<file path="config.mk">
export PLATFORM = sky130hd
export DESIGN_NAME = pcie_evt_irq_ctrl
export DESIGN_NICKNAME = d
export VERILOG_FILES = /design/src/rtl/pcie_evt_pkg.sv /design/src/rtl/pcie_evt_sync.sv /design/src/rtl/pcie_evt_status.sv /design/src/rtl/pcie_evt_regs.sv /design/src/rtl/pcie_evt_irq_ctrl.sv
export SDC_FILE = /design/constraint.sdc
export NUM_CORES = 1
export LEC_CHECK = 0
export ABC_CLOCK_PERIOD_IN_PS = 1600
export BUFFER_PORTS_ARGS = -buffer_cell sky130_fd_sc_hd__buf_2
export CAP_MARGIN = 20
export CORE_MARGIN = 2
export CORE_UTILIZATION = 46
export CTS_CLUSTER_SIZE = 12
export DETAILED_ROUTE_END_ITERATION = 7
export MAX_ROUTING_LAYER = met4
export PLACE_DENSITY = 0.77
export SYNTH_ARGS = -nofsm -noshare
export SYNTH_HDL_FRONTEND = slang
export SYNTH_SLANG_ARGS = --single-unit
</file>
<file path="constraint.sdc">
create_clock -name clk -period 1.6 [get_ports clk]
set_input_delay 0 -clock clk [delete_from_list [all_inputs] [get_ports clk]]
set_output_delay 0 -clock clk [all_outputs]
set_load 0.01 [all_outputs]
</file>
<file path="src/rtl/pcie_evt_pkg.sv">
package pcie_evt_pkg;

    localparam int DW = 32;
    localparam int AW = 12;
    localparam int NUM_INTX = 4;

    localparam logic [AW-1:0] OFS_STATUS  = 12'hE10;
    localparam logic [AW-1:0] OFS_ENABLE  = 12'hE14;
    localparam logic [AW-1:0] OFS_PHY     = 12'hE1C;
    localparam logic [AW-1:0] OFS_RPCTL   = 12'hE20;
    localparam logic [AW-1:0] OFS_INTX    = 12'hE38;
    localparam logic [AW-1:0] OFS_INTX_EN = 12'hE3C;

    localparam int BIT_INTX_SUM = 16;
    localparam int INTX_LSB     = 16;
    localparam int BIT_LINKUP   = 11;
    localparam int BIT_BRIDGE   = 0;

    // latched event positions (pulse-driven, sticky)
    localparam logic [DW-1:0] LATCH_MASK = 32'h1FF2_9F19;
    // every position that can ever read 1 in status/enable
    localparam logic [DW-1:0] VALID_MASK = LATCH_MASK | (32'h1 << BIT_INTX_SUM);

    typedef enum logic [2:0] {
        SEL_NONE,
        SEL_STATUS,
        SEL_ENABLE,
        SEL_PHY,
        SEL_RPCTL,
        SEL_INTX,
        SEL_INTX_EN
    } reg_sel_e;

    typedef struct packed {
        logic          wr;
        reg_sel_e      sel;
        logic [DW-1:0] data;
    } reg_wreq_t;

    function automatic reg_sel_e decode_addr(input logic [AW-1:0] a);
        reg_sel_e s;
        case (a)
            OFS_STATUS:  s = SEL_STATUS;
            OFS_ENABLE:  s = SEL_ENABLE;
            OFS_PHY:     s = SEL_PHY;
            OFS_RPCTL:   s = SEL_RPCTL;
            OFS_INTX:    s = SEL_INTX;
            OFS_INTX_EN: s = SEL_INTX_EN;
            default:     s = SEL_NONE;
        endcase
        return s;
    endfunction

endpackage

</file>
<file path="src/rtl/pcie_evt_sync.sv">
module pcie_evt_sync #(
    parameter int WIDTH  = 1,
    parameter int STAGES = 2
) (
    input  logic             clk,
    input  logic             rst,
    input  logic [WIDTH-1:0] d_i,
    output logic [WIDTH-1:0] q_o
);
    logic [WIDTH-1:0] stg [STAGES];

    for (genvar s = 0; s < STAGES; s++) begin : g_stage
        if (s == 0) begin : g_first
            always_ff @(posedge clk) begin
                if (rst) stg[s] <= '0;
                else     stg[s] <= d_i;
            end
        end else begin : g_next
            always_ff @(posedge clk) begin
                if (rst) stg[s] <= '0;
                else     stg[s] <= stg[s-1];
            end
        end
    end

    assign q_o = stg[STAGES-1];
endmodule

</file>
<file path="src/rtl/pcie_evt_status.sv">
module pcie_evt_status #(
    parameter int            W    = 32,
    parameter logic [W-1:0]  MASK = '1
) (
    input  logic         clk,
    input  logic         rst,
    input  logic [W-1:0] evt_i,
    input  logic [W-1:0] clr_i,
    output logic [W-1:0] stat_o
);
    logic [W-1:0] stat_q;

    // new event wins over a clear in the same cycle
    always_ff @(posedge clk) begin
        if (rst) stat_q <= '0;
        else     stat_q <= ((stat_q & ~clr_i) | evt_i) & MASK;
    end

    assign stat_o = stat_q;
endmodule

</file>
<file path="src/rtl/pcie_evt_regs.sv">
module pcie_evt_regs
    import pcie_evt_pkg::*;
#(
    parameter int              NI    = NUM_INTX,
    parameter logic [DW-1:0]   VALID = VALID_MASK
) (
    input  logic          clk,
    input  logic          rst,
    input  reg_wreq_t     wreq_i,
    output logic [DW-1:0] en_o,
    output logic [NI-1:0] intx_en_o,
    output logic          ben_o
);
    logic [DW-1:0] en_q;
    logic [NI-1:0] intx_en_q;
    logic          ben_q;

    always_ff @(posedge clk) begin
        if (rst) begin
            en_q      <= '0;
            intx_en_q <= '0;
            ben_q     <= 1'b0;
        end else if (wreq_i.wr) begin
            case (wreq_i.sel)
                SEL_ENABLE:  en_q      <= wreq_i.data & VALID;
                SEL_INTX_EN: intx_en_q <= wreq_i.data[INTX_LSB +: NI];
                SEL_RPCTL:   ben_q     <= wreq_i.data[BIT_BRIDGE];
                default: ;
            endcase
        end
    end

    assign en_o      = en_q;
    assign intx_en_o = intx_en_q;
    assign ben_o     = ben_q;
endmodule

</file>
<file path="src/rtl/pcie_evt_irq_ctrl.sv">
module pcie_evt_irq_ctrl
    import pcie_evt_pkg::*;
#(
    parameter int SYNC_STAGES = 2
) (
    input  logic                clk,
    input  logic                rst,
    input  logic [DW-1:0]       evt_pulse_i,
    input  logic [NUM_INTX-1:0] intx_i,
    input  logic                link_up_i,
    input  logic                reg_wr_i,
    input  logic [AW-1:0]       reg_addr_i,
    input  logic [DW-1:0]       reg_wdata_i,
    output logic [DW-1:0]       reg_rdata_o,
    output logic                irq_o,
    output logic                bridge_en_o
);
    localparam int SYNC_W = NUM_INTX + 1;

    reg_sel_e          rsel;
    reg_wreq_t         wreq;
    logic [SYNC_W-1:0] sync_q;
    logic [NUM_INTX-1:0] intx_live;
    logic              link_live;
    logic [DW-1:0]     stat_q;
    logic [DW-1:0]     stat_view;
    logic [DW-1:0]     clr_vec;
    logic [DW-1:0]     en_q;
    logic [NUM_INTX-1:0] intx_en_q;
    logic              ben_q;
    logic              intx_hit;
    logic              irq_q;

    assign rsel      = decode_addr(reg_addr_i);
    assign wreq.wr   = reg_wr_i;
    assign wreq.sel  = rsel;
    assign wreq.data = reg_wdata_i;

    pcie_evt_sync #(.WIDTH(SYNC_W), .STAGES(SYNC_STAGES)) u_sync (
        .clk (clk),
        .rst (rst),
        .d_i ({link_up_i, intx_i}),
        .q_o (sync_q)
    );
    assign intx_live = sync_q[NUM_INTX-1:0];
    assign link_live = sync_q[NUM_INTX];

    assign clr_vec = (reg_wr_i && rsel == SEL_STATUS) ? reg_wdata_i : '0;

    pcie_evt_status #(.W(DW), .MASK(LATCH_MASK)) u_status (
        .clk    (clk),
        .rst    (rst),
        .evt_i  (evt_pulse_i),
        .clr_i  (clr_vec),
        .stat_o (stat_q)
    );

    pcie_evt_regs #(.NI(NUM_INTX), .VALID(VALID_MASK)) u_regs (
        .clk       (clk),
        .rst       (rst),
        .wreq_i    (wreq),
        .en_o      (en_q),
        .intx_en_o (intx_en_q),
        .ben_o     (ben_q)
    );

    assign intx_hit  = |(intx_live & intx_en_q);
    assign stat_view = stat_q | (DW'(intx_hit) << BIT_INTX_SUM);

    always_ff @(posedge clk) begin
        if (rst) irq_q <= 1'b0;
        else     irq_q <= |(stat_view & en_q);
    end

    always_comb begin
        case (rsel)
            SEL_STATUS:  reg_rdata_o = stat_view;
            SEL_ENABLE:  reg_rdata_o = en_q;
            SEL_PHY:     reg_rdata_o = DW'(link_live) << BIT_LINKUP;
            SEL_RPCTL:   reg_rdata_o = DW'(ben_q) << BIT_BRIDGE;
            SEL_INTX:    reg_rdata_o = DW'(intx_live) << INTX_LSB;
            SEL_INTX_EN: reg_rdata_o = DW'(intx_en_q) << INTX_LSB;
            default:     reg_rdata_o = '0;
        endcase
    end

    assign irq_o       = irq_q;
    assign bridge_en_o = ben_q;
endmodule

</file>
# After elaboration in Yosys (flattened, before gate mapping)
# Memory sizes are Yosys's and may differ from the RTL's.
# Cells that the tools add are included.
[word_totals]
latch_bits = 0
ram_bits = 10
mem_bits_ro = 0
n_memories = 1
reg_bits = 45
elab_cells = 40
[mem_list]
columns = ["name", "depth", "word_bits", "rd", "rd_clocked_by_memory_dff", "wr", "line", "source"]
rows = [
  ["u_sync.stg", 2, 5, 2, 0, 2, "pcie_evt_sync.sv:10", "logic [WIDTH-1:0] stg [STAGES];"],
]
[op_classes]
n_mul = 0
n_reduce_logical = 6
muxes = 8
div_mod_pow = 0
n_shift = 0
addsub = 0
n_bitwise = 8
n_eq_ne = 12
magnitude_cmp = 0
[op_table]
columns = ["operator", "n"]
rows = [
  ["$pmux 32 s6", 1],
  ["$eq 12x12->1 const B", 6],
  ["$and 32x29->32", 1],
  ["$reduce_or 32->1", 1],
  ["$and 29x29->29", 1],
  ["$mux 29", 1],
  ["$not 29->29", 1],
  ["$or 29x17->29", 1],
  ["$or 29x29->29", 1],
  ["$pmux 3 s6", 1],
  ["$mux 5", 2],
  ["$eq 3x3->1 const B", 3],
  ["$eq 3x2->1 const B", 2],
  ["$reduce_and 2->1", 3],
  ["$and 4x4->4", 1],
  ["$reduce_or 4->1", 1],
  ["$eq 3x1->1 const B", 1],
  ["$mux 1", 3],
  ["$or 1x1->1", 2],
  ["$logic_and 1x1->1", 1],
]

# Depth between registers and ports, before layout
[logic_depth]
word_depth = 8
mapped_depth = 6
ltp_nobuf = 4

# Modules after synthesis
# From an unflattened synthesis, not the netlist that was laid out.
[unflattened]
hier_cells = 396
hier_area_um2 = 3438.3
[by_module_without_submodules]
columns = ["module", "area_per_inst_um2", "cells_per_inst", "n_inst"]
rows = [
  ["pcie_evt_regs", 1243.7, 121, 1],
  ["pcie_evt_irq_ctrl", 1096.1, 163, 1],
  ["pcie_evt_status", 835.8, 92, 1],
  ["pcie_evt_sync", 262.8, 20, 1],
]

# Worst setup path before layout
# Ideal clock, no wire load.
[synth_timing]
path_kind = "in2reg"
startpoint = "input port reg_addr_i[7]"
endpoint = "register u_status.stat_q[24] (netlist: u_status.stat_o[24])"
t_arrival_ns = 1.161
cell_stages = 5
required_time_ns = 1.467
setup_slack_ns = 0.305
setup_ns = 0.133
path_cell_list = "nor4b_4 nand2_4 nor4_4 buf_6 a311oi_1"
[synth_via]
elab_chain_cells = 8
[synth_lines]
columns = ["element", "line", "source"]
rows = [
  ["from (decl)", "pcie_evt_irq_ctrl.sv:12", "input logic [AW-1:0] reg_addr_i,"],
  ["$eq 12x12->1", "pcie_evt_pkg.sv:42", "case (a)"],
  ["$pmux 3 s6 *", "pcie_evt_pkg.sv:42", ""],
  ["$eq 3x1->1 *", "pcie_evt_irq_ctrl.sv:48", "assign clr_vec = (reg_wr_i && rsel == SEL_STATUS) ? reg_wdata_i : '0;"],
  ["$logic_and 1x1->1 *", "pcie_evt_irq_ctrl.sv:48", ""],
  ["$mux 29 *", "pcie_evt_irq_ctrl.sv:48", ""],
  ["$not 29->29 *", "pcie_evt_status.sv:16", "else stat_q <= ((stat_q & ~clr_i) | evt_i) & MASK;"],
  ["$and 29x29->29 *", "pcie_evt_status.sv:16", ""],
  ["$or 29x29->29 *", "pcie_evt_status.sv:16", ""],
  ["to (signal assigned)", "pcie_evt_status.sv:16", ""],
  ["to (decl)", "pcie_evt_status.sv:11", "logic [W-1:0] stat_q;"],
]
# Mark *: on every way between the ends. The rest lies on a longest branch, timed or not.
# A chain may end at the register's enable or synchronous reset.

# Worst setup path after layout
[layout_timing]
startpoint = "input port reg_addr_i[8]"
endpoint = "register u_status.stat_q[22] (netlist: u_status.stat_o[22])"
# The elaborated chain is that of the path after synthesis.

==> metrics.md <==
| Metric | Value |
|---|---|
| CTS tree | yes |
| Clk sink count | 55 |
| Crit path max-delay family | buffers and inverters |
| Hold/Removal Path Class | in2reg |
| Die H | 78.02 um |
| Ys flop type | dfxtp_1 |
| Post-synth EDFFs | 0 |
| Hold Crit Start | reg_wr_i |
| Tcrit/Tclk final | 93.58% |
| Initial Utilization | between 40 and 50% |
| R2r endpoint | u_status.stat_o[22] |
| Critical path required time | ~1.8 ns |
| Routed length per instance | 14.15 um |
| Final hold vios | 0 |
| Layout cells sized above 1 | between 20% and 30% |
| Inserted Clock Buffers | 5 |
| CP Data Arrival Time | approximately 1.7 ns |
| Reg2Reg Setup Slack | roughly 0.25 ns |
| Hold EP | u_regs.ben_o |
| Crit path largest cell delay | 0.57 ns |
| Pwr per Cell Area | 740.4 nW/um^2 |
| Hold depth | 3 |
| Detailed Routing Iterations Pass 1 | 5 |
| Status | completed |
| # setup viols final | 0 |
| DR vias/cell | roughly 5.3 |
| All-layer global routing usage | 22.16% |
| Clk_skew | about 0.007 ns |
| Overflow after GRT | 0 |
| Average cell area after synthesis | approximately 9.4 sq um |
| Pin count of the biggest net entering global routing | 34 |
| Seq/Total Area, Yosys | between 40% and 50% |
| Cells after Synth | roughly 270 |
| Initial antenna violation count | 0 |
| Setup TNS | 0 ns |
| Worst hold slack | slightly above 0.003 ns |
| I/O Buffers | 84 |
| RSZ-0062 raised after global routing | no |
| Yosys top cell by area | dfxtp_1 |
| Io pins | about 120 |
| First-pass GRT wire length | ~11000 um |
| Leak Pwr | 1.819 nW |
| Clk root buf | clkbuf_8 |
| Most common cell after layout, fill and taps aside | buf_2 |
| Remaining antenna violation count | 0 |
| NumNets Final | about 480 |
| WP buf/inv | 3 |
| FF+latch count, synth | 55 |
| Clk slew on worst S/H paths | roughly 0.10 ns |
| Least-Margin Pin Slew | between 0.5 and 0.6 ns |
| Die Area | 6086 sq um |
| R2r startpoint | u_status.stat_o[22] |
| Kind of start point of the critical path | primary input |
| Crit Path Category | in2reg |
| Antenna Cells | 0 |
| Maximum VDD drop | between 0.5 and 0.6 mV |
| Yosys warning count | 0 |
| Final max-slew violation count | 0 |
| Vias | ~2500 |
| Max H-tree Level | 2 |
| Number of global-route vias before repair | between 2000 and 2500 |
| Fill count | roughly 420 |
| Most frequent cells in the layout | 84 x buf_2, 55 x dfxtp_1, 46 x nor2_1, 46 x dlygate4sd3_1, 26 x mux2i_1 |
| Initial DRC count | roughly 130 |
| Clock tree buffer depth | 2 |
| Die X | 78.02 um |
| Gpl congestion | roughly 0.75 |
| Critical path capture point type | flip-flop |
| Slowest-stage cell, CP | dlygate4sd3_1 |
| Final WL | 6636 um |
| Number of max-cap violations | 0 |
| Area grow syn2layout | 42.80% |
| Post-synth top area share | a little over two fifths |
| Hpwl dp | around 4400 um |
| CP max FO | 11 |
| Clock Latency Late Sink | 0.31 ns |
| Reg2Reg Depth | 3 |
| Synth area leaders | dfxtp_1 44%, mux2i_1 10%, nor2_1 6.9%, a311oi_1 6.6%, a22o_1 5.9% |
| CP cell instances | buf_2, nor4b_4, nand2_4, nor4_4, buf_12, a311oi_1, dlygate4sd3_1 |
| Synth cell types | 38 |
| Mapped cell area | around 2500 sq um |
| Area of the core | 5205 sq um |
| Drt drc | 0 |
| Asr flop ratio synth | 0% |
| Max Fclk | around 0.67 GHz |
| Row count | 26 |
| Relative slew slack | a little under two thirds |
| Period minus WS final | 1.497 ns |
[where the power goes]
| part | switching, mW | internal [mW] |
|---|---|---|
| clock network | 0.444 | 0.458 |
| logic | 0.135 | 0.180 |
| registers | 0.0328 | 1.41 |
| total | 0.612 | 2.05 |
[synthesized netlist by cell type, types with 2 or more instances]
master    instances
dfxtp_1          55
a22o_1           17
nand2_1           6
a311oi_1         19
clkbuf_1          7
inv_1            20
buf_4            10
nor2_1           46
nor3_1            3
nand4_1           5
a22oi_1          12
a21oi_1           2
mux2i_1          26
nor2b_1          10
buf_2             6
[per-layer routing]
layer	vias up	GRT usage, %	part of all wire [%]
li1	1208	-	-
met1	1155	26.18	44
met2	95	39.05	49
met3	12	3.333	5.4
met4	0	6.842	1.3
met5	-	-	0
[through the flow]
stage	area (sq um)	util, %	cells	power, mW	worst slack (ns)
5_1_grt	3598	69.13	469	2.752	0.04047
3_5_place_dp	3002	57.67	412	1.696	0.1855
6_report	3598	69.13	469	2.664	0.1027
4_1_cts	3568	68.56	465	2.664	0.01390
3_3_place_gp	3002	57.67	412	1.687	0.2535
2_1_floorplan	2554	-	276	1.592	0.3054
[final cells by class]
| cell class | instances | area, sq um | share of cell area, % |
|---|---|---|---|
| inverters | 20 | 75.07 | 2.086 |
| well taps | 70 | 87.58 | 2.434 |
| clock buffers | 5 | 68.82 | 1.912 |
| multi-input cells | 177 | 1235 | 34.32 |
| clock inverters | 2 | 37.54 | 1.043 |
| flip-flops and latches | 55 | 1101 | 30.60 |
| repair buffers | 140 | 993.5 | 27.61 |
[worst max path at each step]
| stage | startpoint | end | slack [ns] | cells after the start |
|---|---|---|---|---|
| 6_report | reg_addr_i[8] | u_status.stat_o[22] | 0.10 | 7 |
| 5_1_grt | reg_addr_i[8] | u_status.stat_o[22] | 0.04 | 7 |
| 4_1_cts | reg_addr_i[7] | u_status.stat_o[4] | 0.01 | 7 |
| 3_5_place_dp | reg_addr_i[7] | reg_rdata_o[28] | 0.19 | 5 |
| 3_3_place_gp | reg_addr_i[7] | reg_rdata_o[28] | 0.25 | 5 |
| 2_1_floorplan | reg_addr_i[7] | u_status.stat_o[24] | 0.31 | 5 |
[flip-flops by register name, summed over array words and instances, names as in the netlist]
signal            count
u_status.stat_o      19
u_regs.ben_o          1
u_sync.stg           10
u_regs.en_o          20
irq_o                 1
u_regs.intx_en_o      4
[cells by family after synthesis]
group                  Yosys count  share of synthesized area (%)
other                            1                         0.1488
muxes                           27                          10.77
buffers and inverters           44                          8.640
AOI/OAI and AO/OA               57                          18.72
and+or+nand+nor                 83                          18.02
DFF                             55                          43.69
[timing repair]
item	in CTS	in global routing
endpoints found under the setup margin	0	6
setup buffers	0	4
hold buffers	46	0
hold endpoints to repair	48	0
gates resized for setup	0	0
[worst min-delay path, cell delays in order]
cell and delay, ns:
buf_2 0.13, nand4_1 0.08, a21oi_1 0.06
No activity file was read; power rests on OpenSTA's default activity.
